[config.mk]
export PLATFORM = sky130hd
export DESIGN_NAME = tdm_slot_router
export DESIGN_NICKNAME = d
export VERILOG_FILES = /design/src/rtl/tdm_route_pkg.sv /design/src/rtl/tdm_route_table.sv /design/src/rtl/tdm_run_walker.sv /design/src/rtl/tdm_rx_demux.sv /design/src/rtl/tdm_tx_mux.sv /design/src/rtl/tdm_slot_router.sv
export SDC_FILE = /design/constraint.sdc
export NUM_CORES = 2
export LEC_CHECK = 0
export ABC_AREA = 1
export ABC_CLOCK_PERIOD_IN_PS = 76700
export BUFFER_PORTS_ARGS = -buffer_cell sky130_fd_sc_hd__clkbuf_2
export CORE_UTILIZATION = 30
export CTS_CLUSTER_DIAMETER = 100
export DETAILED_ROUTE_END_ITERATION = 8
export GPL_TIMING_DRIVEN = 0
export PLACE_DENSITY = 0.49
export SKIP_LAST_GASP = 1
export SYNTH_ARGS = -nofsm -noshare
export SYNTH_HDL_FRONTEND = slang
export SYNTH_SLANG_ARGS = --single-unit
[constraint.sdc]
create_clock -name clk -period 76.7 [get_ports clk]
set_input_delay 23.01 -clock clk [delete_from_list [all_inputs] [get_ports clk]]
set_output_delay 23.01 -clock clk [all_outputs]
set_load 0.01 [all_outputs]
[src/rtl/tdm_route_pkg.sv]
package tdm_route_pkg;
  localparam int NUM_CH  = 5;
  localparam int CODE_W  = 3;
  localparam int RUN_W   = 6;
  localparam int BYTE_W  = 8;
  localparam int BIT_W   = $clog2(BYTE_W);

  typedef struct packed {
    logic [RUN_W-1:0]  run;
    logic [CODE_W-1:0] code;
    logic              last;
  } route_ent_t;

  localparam route_ent_t EMPTY_ENT = '{run: '0, code: '0, last: 1'b1};

  // map illegal codes onto "unused"
  function automatic logic [CODE_W-1:0] legal_code(input logic [CODE_W-1:0] c);
    return (c >= CODE_W'(1) && c <= CODE_W'(NUM_CH)) ? c : '0;
  endfunction

  function automatic logic [NUM_CH-1:0] code_onehot(input logic [CODE_W-1:0] c);
    logic [NUM_CH-1:0] v;
    for (int i = 0; i < NUM_CH; i++) v[i] = (c == CODE_W'(i + 1));
    return v;
  endfunction
endpackage

[src/rtl/tdm_route_table.sv]
module tdm_route_table
  import tdm_route_pkg::*;
#(
  parameter int DEPTH   = 64,
  parameter int DIR_SEL = 0,
  localparam int IDX_W  = $clog2(DEPTH)
) (
  input  logic             clk,
  input  logic             rst_n,
  input  logic             wr_en,
  input  logic             wr_dir,
  input  logic [IDX_W-1:0] wr_idx,
  input  route_ent_t       wr_ent,
  input  logic             commit,
  input  logic [IDX_W-1:0] rd_idx,
  output route_ent_t       rd_ent,
  output route_ent_t       head_ent
);
  route_ent_t shadow [DEPTH];
  route_ent_t active [DEPTH];

  logic wr_hit;
  assign wr_hit = wr_en && (wr_dir == DIR_SEL[0]);

  always_ff @(posedge clk) begin
    if (!rst_n) begin
      for (int i = 0; i < DEPTH; i++) begin
        shadow[i] <= EMPTY_ENT;
        active[i] <= EMPTY_ENT;
      end
    end else begin
      if (wr_hit) shadow[wr_idx] <= wr_ent;
      if (commit) begin
        for (int i = 0; i < DEPTH; i++) active[i] <= shadow[i];
      end
    end
  end

  assign rd_ent   = active[rd_idx];
  assign head_ent = shadow[0];
endmodule

[src/rtl/tdm_run_walker.sv]
module tdm_run_walker
  import tdm_route_pkg::*;
#(
  parameter int DEPTH  = 64,
  localparam int IDX_W = $clog2(DEPTH)
) (
  input  logic              clk,
  input  logic              rst_n,
  input  logic              bit_en,
  input  logic [BIT_W-1:0]  bit_idx,
  input  logic              frame_start,
  output logic [IDX_W-1:0]  rd_idx,
  input  route_ent_t        rd_ent,
  input  route_ent_t        head_ent,
  output logic [CODE_W-1:0] chan_now
);
  logic [IDX_W-1:0] ptr;
  logic [RUN_W-1:0] used;
  logic             walk_done;
  logic             first_bit;
  logic             slot_tail;
  logic             run_over;

  assign first_bit = bit_en && frame_start;
  assign slot_tail = bit_en && (bit_idx == BIT_W'(BYTE_W - 1));
  assign run_over  = (used == rd_ent.run);
  assign rd_idx    = ptr;

  // the table copies at the frame start, so slot 0 reads the shadow head
  always_comb begin
    if (first_bit)      chan_now = legal_code(head_ent.code);
    else if (walk_done) chan_now = '0;
    else                chan_now = legal_code(rd_ent.code);
  end

  always_ff @(posedge clk) begin
    if (!rst_n) begin
      ptr       <= '0;
      used      <= '0;
      walk_done <= 1'b1;
    end else if (first_bit) begin
      ptr       <= '0;
      used      <= '0;
      walk_done <= 1'b0;
    end else if (slot_tail && !walk_done) begin
      if (run_over) begin
        used <= '0;
        if (rd_ent.last || ptr == IDX_W'(DEPTH - 1)) walk_done <= 1'b1;
        else                                         ptr <= ptr + 1'b1;
      end else begin
        used <= used + 1'b1;
      end
    end
  end
endmodule

[src/rtl/tdm_rx_demux.sv]
module tdm_rx_demux
  import tdm_route_pkg::*;
(
  input  logic              clk,
  input  logic              rst_n,
  input  logic              bit_en,
  input  logic [BIT_W-1:0]  bit_idx,
  input  logic [CODE_W-1:0] chan_now,
  input  logic              rx_bit,
  output logic [BYTE_W-1:0] rx_byte,
  output logic [NUM_CH-1:0] rx_stb
);
  logic [BYTE_W-2:0] sh;
  logic [CODE_W-1:0] slot_chan;
  logic              slot_head;
  logic              slot_tail;

  assign slot_head = bit_en && (bit_idx == '0);
  assign slot_tail = bit_en && (bit_idx == BIT_W'(BYTE_W - 1));

  always_ff @(posedge clk) begin
    if (!rst_n) begin
      sh        <= '0;
      slot_chan <= '0;
      rx_byte   <= '0;
      rx_stb    <= '0;
    end else begin
      rx_stb <= '0;
      if (bit_en) sh <= {sh[BYTE_W-3:0], rx_bit};
      if (slot_head) slot_chan <= chan_now;
      if (slot_tail && slot_chan != '0) begin
        rx_byte <= {sh, rx_bit};
        rx_stb  <= code_onehot(slot_chan);
      end
    end
  end
endmodule

[src/rtl/tdm_tx_mux.sv]
module tdm_tx_mux
  import tdm_route_pkg::*;
(
  input  logic                     clk,
  input  logic                     rst_n,
  input  logic                     bit_en,
  input  logic [BIT_W-1:0]         bit_idx,
  input  logic                     frame_start,
  input  logic [CODE_W-1:0]        chan_now,
  input  logic [NUM_CH*BYTE_W-1:0] tx_din,
  input  logic [NUM_CH-1:0]        tx_rdy,
  output logic [NUM_CH-1:0]        tx_take,
  output logic                     tx_bit,
  output logic                     tx_en,
  output logic [NUM_CH-1:0]        tx_underrun
);
  logic [NUM_CH-1:0] sel_oh;
  logic [NUM_CH-1:0] miss_vec;
  logic [BYTE_W-1:0] pick;
  logic [BYTE_W-1:0] load_byte;
  logic [BYTE_W-2:0] sh;
  logic              slot_head;
  logic              hit;

  assign slot_head = bit_en && (bit_idx == '0);
  assign sel_oh    = code_onehot(chan_now);
  assign hit       = |(sel_oh & tx_rdy);
  assign miss_vec  = slot_head ? (sel_oh & ~tx_rdy) : '0;
  assign load_byte = hit ? pick : '1;

  always_comb begin
    pick = '1;
    for (int c = 0; c < NUM_CH; c++)
      if (sel_oh[c]) pick = tx_din[c*BYTE_W +: BYTE_W];
  end

  always_ff @(posedge clk) begin
    if (!rst_n) begin
      sh          <= '1;
      tx_bit      <= 1'b1;
      tx_en       <= 1'b0;
      tx_take     <= '0;
      tx_underrun <= '0;
    end else begin
      tx_take <= '0;
      if (bit_en) begin
        tx_underrun <= (frame_start ? '0 : tx_underrun) | miss_vec;
        if (slot_head) begin
          tx_bit  <= load_byte[BYTE_W-1];
          sh      <= load_byte[BYTE_W-2:0];
          tx_en   <= |sel_oh;
          tx_take <= sel_oh & tx_rdy;
        end else begin
          tx_bit <= sh[BYTE_W-2];
          sh     <= {sh[BYTE_W-3:0], 1'b1};
        end
      end
    end
  end
endmodule

[src/rtl/tdm_slot_router.sv]
module tdm_slot_router
  import tdm_route_pkg::*;
#(
  parameter int ENT_DEPTH = 64,
  localparam int IDX_W    = $clog2(ENT_DEPTH),
  localparam int DIN_W    = NUM_CH * BYTE_W
) (
  input  logic              clk,
  input  logic              rst_n,
  input  logic              bit_en,
  input  logic [BIT_W-1:0]  bit_idx,
  input  logic              frame_start,
  input  logic              rx_bit,
  input  logic              cfg_we,
  input  logic              cfg_dir,
  input  logic [IDX_W-1:0]  cfg_idx,
  input  logic [RUN_W-1:0]  cfg_run,
  input  logic [CODE_W-1:0] cfg_code,
  input  logic              cfg_last,
  input  logic [DIN_W-1:0]  tx_din,
  input  logic [NUM_CH-1:0] tx_rdy,
  output logic [BYTE_W-1:0] rx_byte,
  output logic [NUM_CH-1:0] rx_stb,
  output logic [NUM_CH-1:0] tx_take,
  output logic              tx_bit,
  output logic              tx_en,
  output logic [NUM_CH-1:0] tx_underrun
);
  route_ent_t        wr_ent;
  route_ent_t        rd_ent   [2];
  route_ent_t        head_ent [2];
  logic [IDX_W-1:0]  rd_idx   [2];
  logic [CODE_W-1:0] chan_now [2];
  logic              commit;

  assign wr_ent = '{run: cfg_run, code: cfg_code, last: cfg_last};
  assign commit = bit_en && frame_start;

  // direction 0 = receive, 1 = transmit
  for (genvar d = 0; d < 2; d++) begin : g_dir
    tdm_route_table #(.DEPTH(ENT_DEPTH), .DIR_SEL(d)) u_table (
      .clk      (clk),
      .rst_n    (rst_n),
      .wr_en    (cfg_we),
      .wr_dir   (cfg_dir),
      .wr_idx   (cfg_idx),
      .wr_ent   (wr_ent),
      .commit   (commit),
      .rd_idx   (rd_idx[d]),
      .rd_ent   (rd_ent[d]),
      .head_ent (head_ent[d])
    );

    tdm_run_walker #(.DEPTH(ENT_DEPTH)) u_walk (
      .clk         (clk),
      .rst_n       (rst_n),
      .bit_en      (bit_en),
      .bit_idx     (bit_idx),
      .frame_start (frame_start),
      .rd_idx      (rd_idx[d]),
      .rd_ent      (rd_ent[d]),
      .head_ent    (head_ent[d]),
      .chan_now    (chan_now[d])
    );
  end

  tdm_rx_demux u_rx (
    .clk      (clk),
    .rst_n    (rst_n),
    .bit_en   (bit_en),
    .bit_idx  (bit_idx),
    .chan_now (chan_now[0]),
    .rx_bit   (rx_bit),
    .rx_byte  (rx_byte),
    .rx_stb   (rx_stb)
  );

  tdm_tx_mux u_tx (
    .clk         (clk),
    .rst_n       (rst_n),
    .bit_en      (bit_en),
    .bit_idx     (bit_idx),
    .frame_start (frame_start),
    .chan_now    (chan_now[1]),
    .tx_din      (tx_din),
    .tx_rdy      (tx_rdy),
    .tx_take     (tx_take),
    .tx_bit      (tx_bit),
    .tx_en       (tx_en),
    .tx_underrun (tx_underrun)
  );
endmodule

* After elaboration in Yosys (flattened, before gate mapping)
Memory sizes are Yosys's and may differ from the RTL's. A register that Yosys moved wholly into a read port is not among the register bits.
Cells that the tools add are included.
** Operators by class
- Add/sub/neg operators :: 4
- Multiply operators :: 0
- Div/mod/pow operators :: 0
- Order comparisons :: 8
- Equal/unequal tests :: 15
- Shifts and indexed selects :: 0
- Mux-type cells :: 176
- Bitwise operators :: 136
- Reductions and logical operators :: 36
** Operators by type and width (count)
- $mux W10 :: 130
- $or A1 B1 Y1 :: 128
- $mux W6 :: 8
- $mux W8 :: 6
- $add A6 B1 Y6 const B :: 4
- $mux W3 :: 8
- $mux W1 :: 21
- $reduce_or A10 Y1 :: 2
- $eq A3 B3 Y1 const B :: 5
- $reduce_and A3 Y1 :: 5
- $eq A3 B2 Y1 const B :: 4
- $eq A6 B6 Y1 :: 2
- $eq A6 B6 Y1 const B :: 2
- $ge A3 B1 Y1 const B :: 4
- $le A3 B3 Y1 const B :: 4
- $logic_and A1 B1 Y1 :: 12
- $reduce_bool A2 Y1 :: 6
- $and A5 B5 Y5 :: 2
- $mux W5 :: 2
- $reduce_or A5 Y1 :: 2
- $mux W7 :: 1
- $eq A3 B1 Y1 const B :: 2
- $not A5 Y5 :: 1
- $or A5 B5 Y5 :: 1
- 7 further kinds :: 13
** Word-level totals
- Bits in registers :: 68
- Bits in latches :: 0
- Bits in writable memories :: 2560
- Memory bits (read-only) :: 0
- Output and inout port bits :: 25
- Word-level logic and storage cells :: 394
- Memories kept :: 4
** Memories
- g_dir[0].u_table.active :: depth 64, width 10, read ports 1, clocked after memory_dff 1, wr ports 64, line tdm_route_table.sv:20 : route_ent_t active [DEPTH];
- g_dir[0].u_table.shadow :: depth 64, width 10, read ports 64, clocked after memory_dff 0, wr ports 64, line tdm_route_table.sv:19 : route_ent_t shadow [DEPTH];
- g_dir[1].u_table.active :: depth 64, width 10, read ports 1, clocked after memory_dff 1, wr ports 64, line tdm_route_table.sv:20
- g_dir[1].u_table.shadow :: depth 64, width 10, read ports 64, clocked after memory_dff 0, wr ports 64, line tdm_route_table.sv:19

* Logic depth before layout (Yosys ltp)
- Depth after elaboration :: 13
- Gate-level depth with buffers :: 25
- Depth with buffers taken out :: 21

* Cells and area by module
From an unflattened synthesis, not the netlist that was laid out.
** Unflattened totals
- Cells, all modules :: 10719
- Area total of the unflattened synthesis :: 111547.0 µm²
** Modules (own cells, without submodules)
- tdm_route_table at g_dir[0].u_table :: instances 1, cells each 5061, area an instance 53884.2 µm², sequential area each 38436.9 µm²
- tdm_route_table at g_dir[1].u_table :: instances 1, cells each 5040, area an instance 53525.1 µm², sequential area each 38436.9 µm²
- tdm_run_walker :: instances 2, cells each 139, area an instance 979.7 µm², sequential area each 260.2 µm²
- tdm_tx_mux :: instances 1, cells each 222, area an instance 1237.4 µm², sequential area each 380.4 µm²
- tdm_rx_demux :: instances 1, cells each 116, area an instance 933.4 µm², sequential area each 460.4 µm²
- tdm_slot_router :: instances 1, cells each 2, area an instance 7.5 µm², sequential area each 0.0 µm²

* Worst setup path before layout
No wires, ideal clock.
- Path type :: in2reg
- Start :: input frame_start
- End :: memory g_dir[0].u_table.active[0][0] (netlist bit) (enable)
- Setup time :: 2.141 ns
- Arrival time :: 58.316 ns
- Path slack :: 16.243 ns
- Stages on the path :: 6
- Path through :: nand2_1 inv_1 clkbuf_1 nor2_1 clkinv_1 clkbuf_1
** RTL lines
- from (decl) :: line tdm_slot_router.sv:12 : input logic frame_start,
- to (decl) :: line tdm_route_table.sv:20

==> summary.txt <==
Routing
  – DRC: 0
  – Routed WL: 512000 µm
  – Vias per inst: 5.26
  – Iter 0 DRT Violations: 13788
  – Vias: 81887
  – Antenna-violating nets left: 0
  – Per-cell routed wire length: 32.9 µm
  – DRT Pass-1 Iters: 9

STA
  – Fmax: 35.7 MHz
  – Min cycle time layout: 28.04 ns
  – Worst-Margin Slew: 1.62 ns
  – Final Cycle Share: 36.6%
  – Clk_skew: 0.0622 ns
  – Hold WS: 0.455 ns
  – Slew Limit Fails: 123
  – Slew headroom: -8.01%
  – Unrepaired setup endpoints after global routing: false
  – Final setup viols: 0
  – Final hold vios: 0
  – Setup TNS: 0 ns

GRT
  – Largest net degree at the start of global routing: 65
  – Vias in the first global route: 75567
  – First-pass GRT wire length: 673000 µm
  – GRT Util Overall: 26.9%
  – Total congestion overflow: 0
  – Initial antenna violation count: 80

Setup path
  – R2R depth: 10
  – Crit path max fanout: 10
  – Worst R2R End: u_rx.slot_chan[1]$_SDFFE_PN0P_
  – Setup crit start kind: primary input
  – Endpoint of the worst setup timing path: g_dir[0].u_table.shadow[14][6]$_SDFFCE_PN0P_
  – WS Path Type: primary input to flip-flop
  – Worst Setup SP: rst_n
  – Critical Path End Type: flip-flop
  – WP data arrival: 28.62 ns
  – Reg-to-reg slack, setup: 70.81 ns
  – Worst endpoint required time: 77.28 ns

CTS
  – CTS tree: done
  – Clock latency at the later pin of the worst-skew pair: 0.96 ns
  – CTS-repair resized insts: 0
  – Root Driver: clkbuf_16
  – H-tree depth: 5
  – # hold bufs at CTS: 0
  – CTS sink count: 2640
  – Clk buf depth: 4
  – Postcts setup bufs: 0
  – CTS Buf Count: 293
  – Clock transition at path regs: 0.06 ns

Yosys
  – Yosys cell types: 56
  – Ys flop type: edfxtp_1
  – Cell Area, Synth: 110000 µm²
  – Synth top area cells: edfxtp_1 (70%), nor2_1 (8.5%), nand2_1 (4.6%), inv_1 (4.2%), o21ai_0 (2.6%)
  – Register bit total from synthesis: 2640
  – Post-Syn Nets: 10146
  – Post-synth EDFFs: 2560
  – Leading area contributor after synthesis: edfxtp_1
  – Register area share after synthesis: 71.2%
  – Yosys warns: 0
  – Syn Inst Count: 10071
  – Syn_area_per_cell: 10.9 µm²
  – Fraction of registers with async set/reset: 0%
  – Yosys top cell area share: 69.7%

Finish
  – # fillers: 36713
  – Layout Nets: 10573
  – Share of post-route cells with drive strength above 1: 8.68%
  – Final Cell Area: 127000 µm²
  – Area delta synth->final: 15.2%

Place
  – Placed instance area: 118000 µm²
  – RePlAce Congestion: 1.04
  – DP Wirelength: 359000 µm
  – Count of buffers from port buffering: 94

Run
  – Max Cap Viol: 13

Die
  – Area of the core: 366000 µm²
  – Die Span Y: 608 µm
  – Starting density of the core: 30.1%
  – Num rows: 222
  – Die W: 608 µm
  – I/O pin count: 96
  – DIE AREA: 370000 µm²

Status
  – Failing checks: capacitance limit, slew limit
  – Status: finished, violations left

Power
  – Pleak: 51.9 nW
  – Post-route total power: 0.00328 W
  – Pwr dens: 25.8 nW/µm²
  – Maximum ir drop on the vdd rail: 0.0184 mV

Min path
  – Min-Delay Path Class: flip-flop to flip-flop
cells in the final DEF, fill, tap and decap left out, types with 157 or more instances in the layout:
cell type | netlist | layout
clkinv_1 | 92 | 168
clkbuf_1 | 416 | 400
o22ai_1 | 259 | 259
nand2_1 | 1355 | 1355
o21ai_0 | 583 | 583
inv_1 | 1231 | 1231
clkbuf_16 | 0 | 299
nand3_1 | 289 | 289
clkbuf_2 | 2 | 157
nor2_1 | 2486 | 2486
edfxtp_1 | 2560 | 2560
where the power goes:
group	switching, W	internal (W)	total, W
logic	0.000138	0.0000325	0.000171
clock network	0.000621	0.000791	0.00141
registers	0.0000283	0.00167	0.00170
total	0.000787	0.00249	0.00328
flip-flops by register name, summed over array words and instances, names as in the netlist, named ones only:
register	count
g_dir.u_table.active	1280
g_dir.u_table.shadow	1280
g_dir.u_walk.rd_idx	12
g_dir.u_walk.used	12
g_dir.u_walk.walk_done	2
u_rx.rx_byte	8
u_rx.rx_stb	5
u_rx.sh	7
u_rx.slot_chan	3
u_tx.sh	7
u_tx.tx_bit	1
u_tx.tx_en	1
u_tx.tx_take	5
u_tx.tx_underrun	5
cells by family after synthesis:
kind of cell	Yosys count	synth area share [%]
buffers and inverters	1937	7.32
DFF	2640	71.2
xor gates and xnor gates	19	0.158
AOI/OAI and AO/OA	1079	5.41
adders and majority gates	4	0.0454
and+or+nand+nor	4392	15.9
layer usage:
layer	global-route usage, %	vias up	part of all wire, %
met5	0	-	0.031
met4	17.8	22	7.7
met3	5.20	1209	10
met2	40.8	5422	44
met1	35.1	41113	38
li1	-	34121	-
layout make-up:
type	instances	area, µm²	share of cell area, %
well taps	4816	6030	4.74
inverters	1331	5010	3.94
flip-flops and latches	2640	78500	61.8
repair buffers	132	1400	1.10
clock buffers	347	7680	6.05
multi-input cells	5494	23700	18.6
plain buffers	606	3150	2.48
diodes	39	97.6	0.0768
clock inverters	169	1520	1.19
synth_stat cells (6+ instances only):
master / n
buf_6: 46
buf_8: 6
a21oi_1: 86
dfxtp_1: 80
clkbuf_1: 416
xor2_1: 12
buf_1: 19
buf_2: 68
edfxtp_1: 2560
o22ai_1: 259
clkbuf_8: 7
o221ai_1: 11
nand3_1: 289
xnor2_1: 6
nand4_1: 27
nor2_2: 9
inv_1: 1231
buf_4: 35
o211ai_1: 26
a32o_1: 7
nand2_1: 1355
nor3_1: 69
clkinv_1: 92
o21ai_0: 583
nor2_1: 2486
or2_2: 131
o21ai_1: 81
critical path, cell delays in order:
cell and delay (ns):
clkbuf_1 0.78, inv_1 0.23, nor3_1 1.12, inv_1 0.22, clkbuf_1 0.37, nor3_1 1.08
clkinv_1 0.94, nand2_1 0.81
stage by stage:
step,util [%],cells,setup WS (ns)
6_report,34.7,15574,48.66
5_1_grt,34.7,15538,48.63
4_1_cts,34.7,15534,48.47
3_5_place_dp,32.2,15018,47.53
3_3_place_gp,31.9,14981,-6.66
2_1_floorplan,-,10071,16.24
worst min-delay path by stage:
stage	cells after the start	to	start
6_report	1	u_rx.rx_stb[3]$_SDFF_PN0_	u_rx.slot_chan[1]$_SDFFE_PN0P_
2_1_floorplan	1	u_rx.rx_stb[3]$_SDFF_PN0_	u_rx.slot_chan[1]$_SDFFE_PN0P_
3_5_place_dp	1	u_rx.rx_stb[3]$_SDFF_PN0_	u_rx.slot_chan[1]$_SDFFE_PN0P_
5_1_grt	1	u_rx.rx_stb[3]$_SDFF_PN0_	u_rx.slot_chan[1]$_SDFFE_PN0P_
3_3_place_gp	1	u_rx.rx_stb[3]$_SDFF_PN0_	u_rx.slot_chan[1]$_SDFFE_PN0P_
4_1_cts	1	u_rx.rx_stb[3]$_SDFF_PN0_	u_rx.slot_chan[1]$_SDFFE_PN0P_
(Power assumes the default switching activity.)
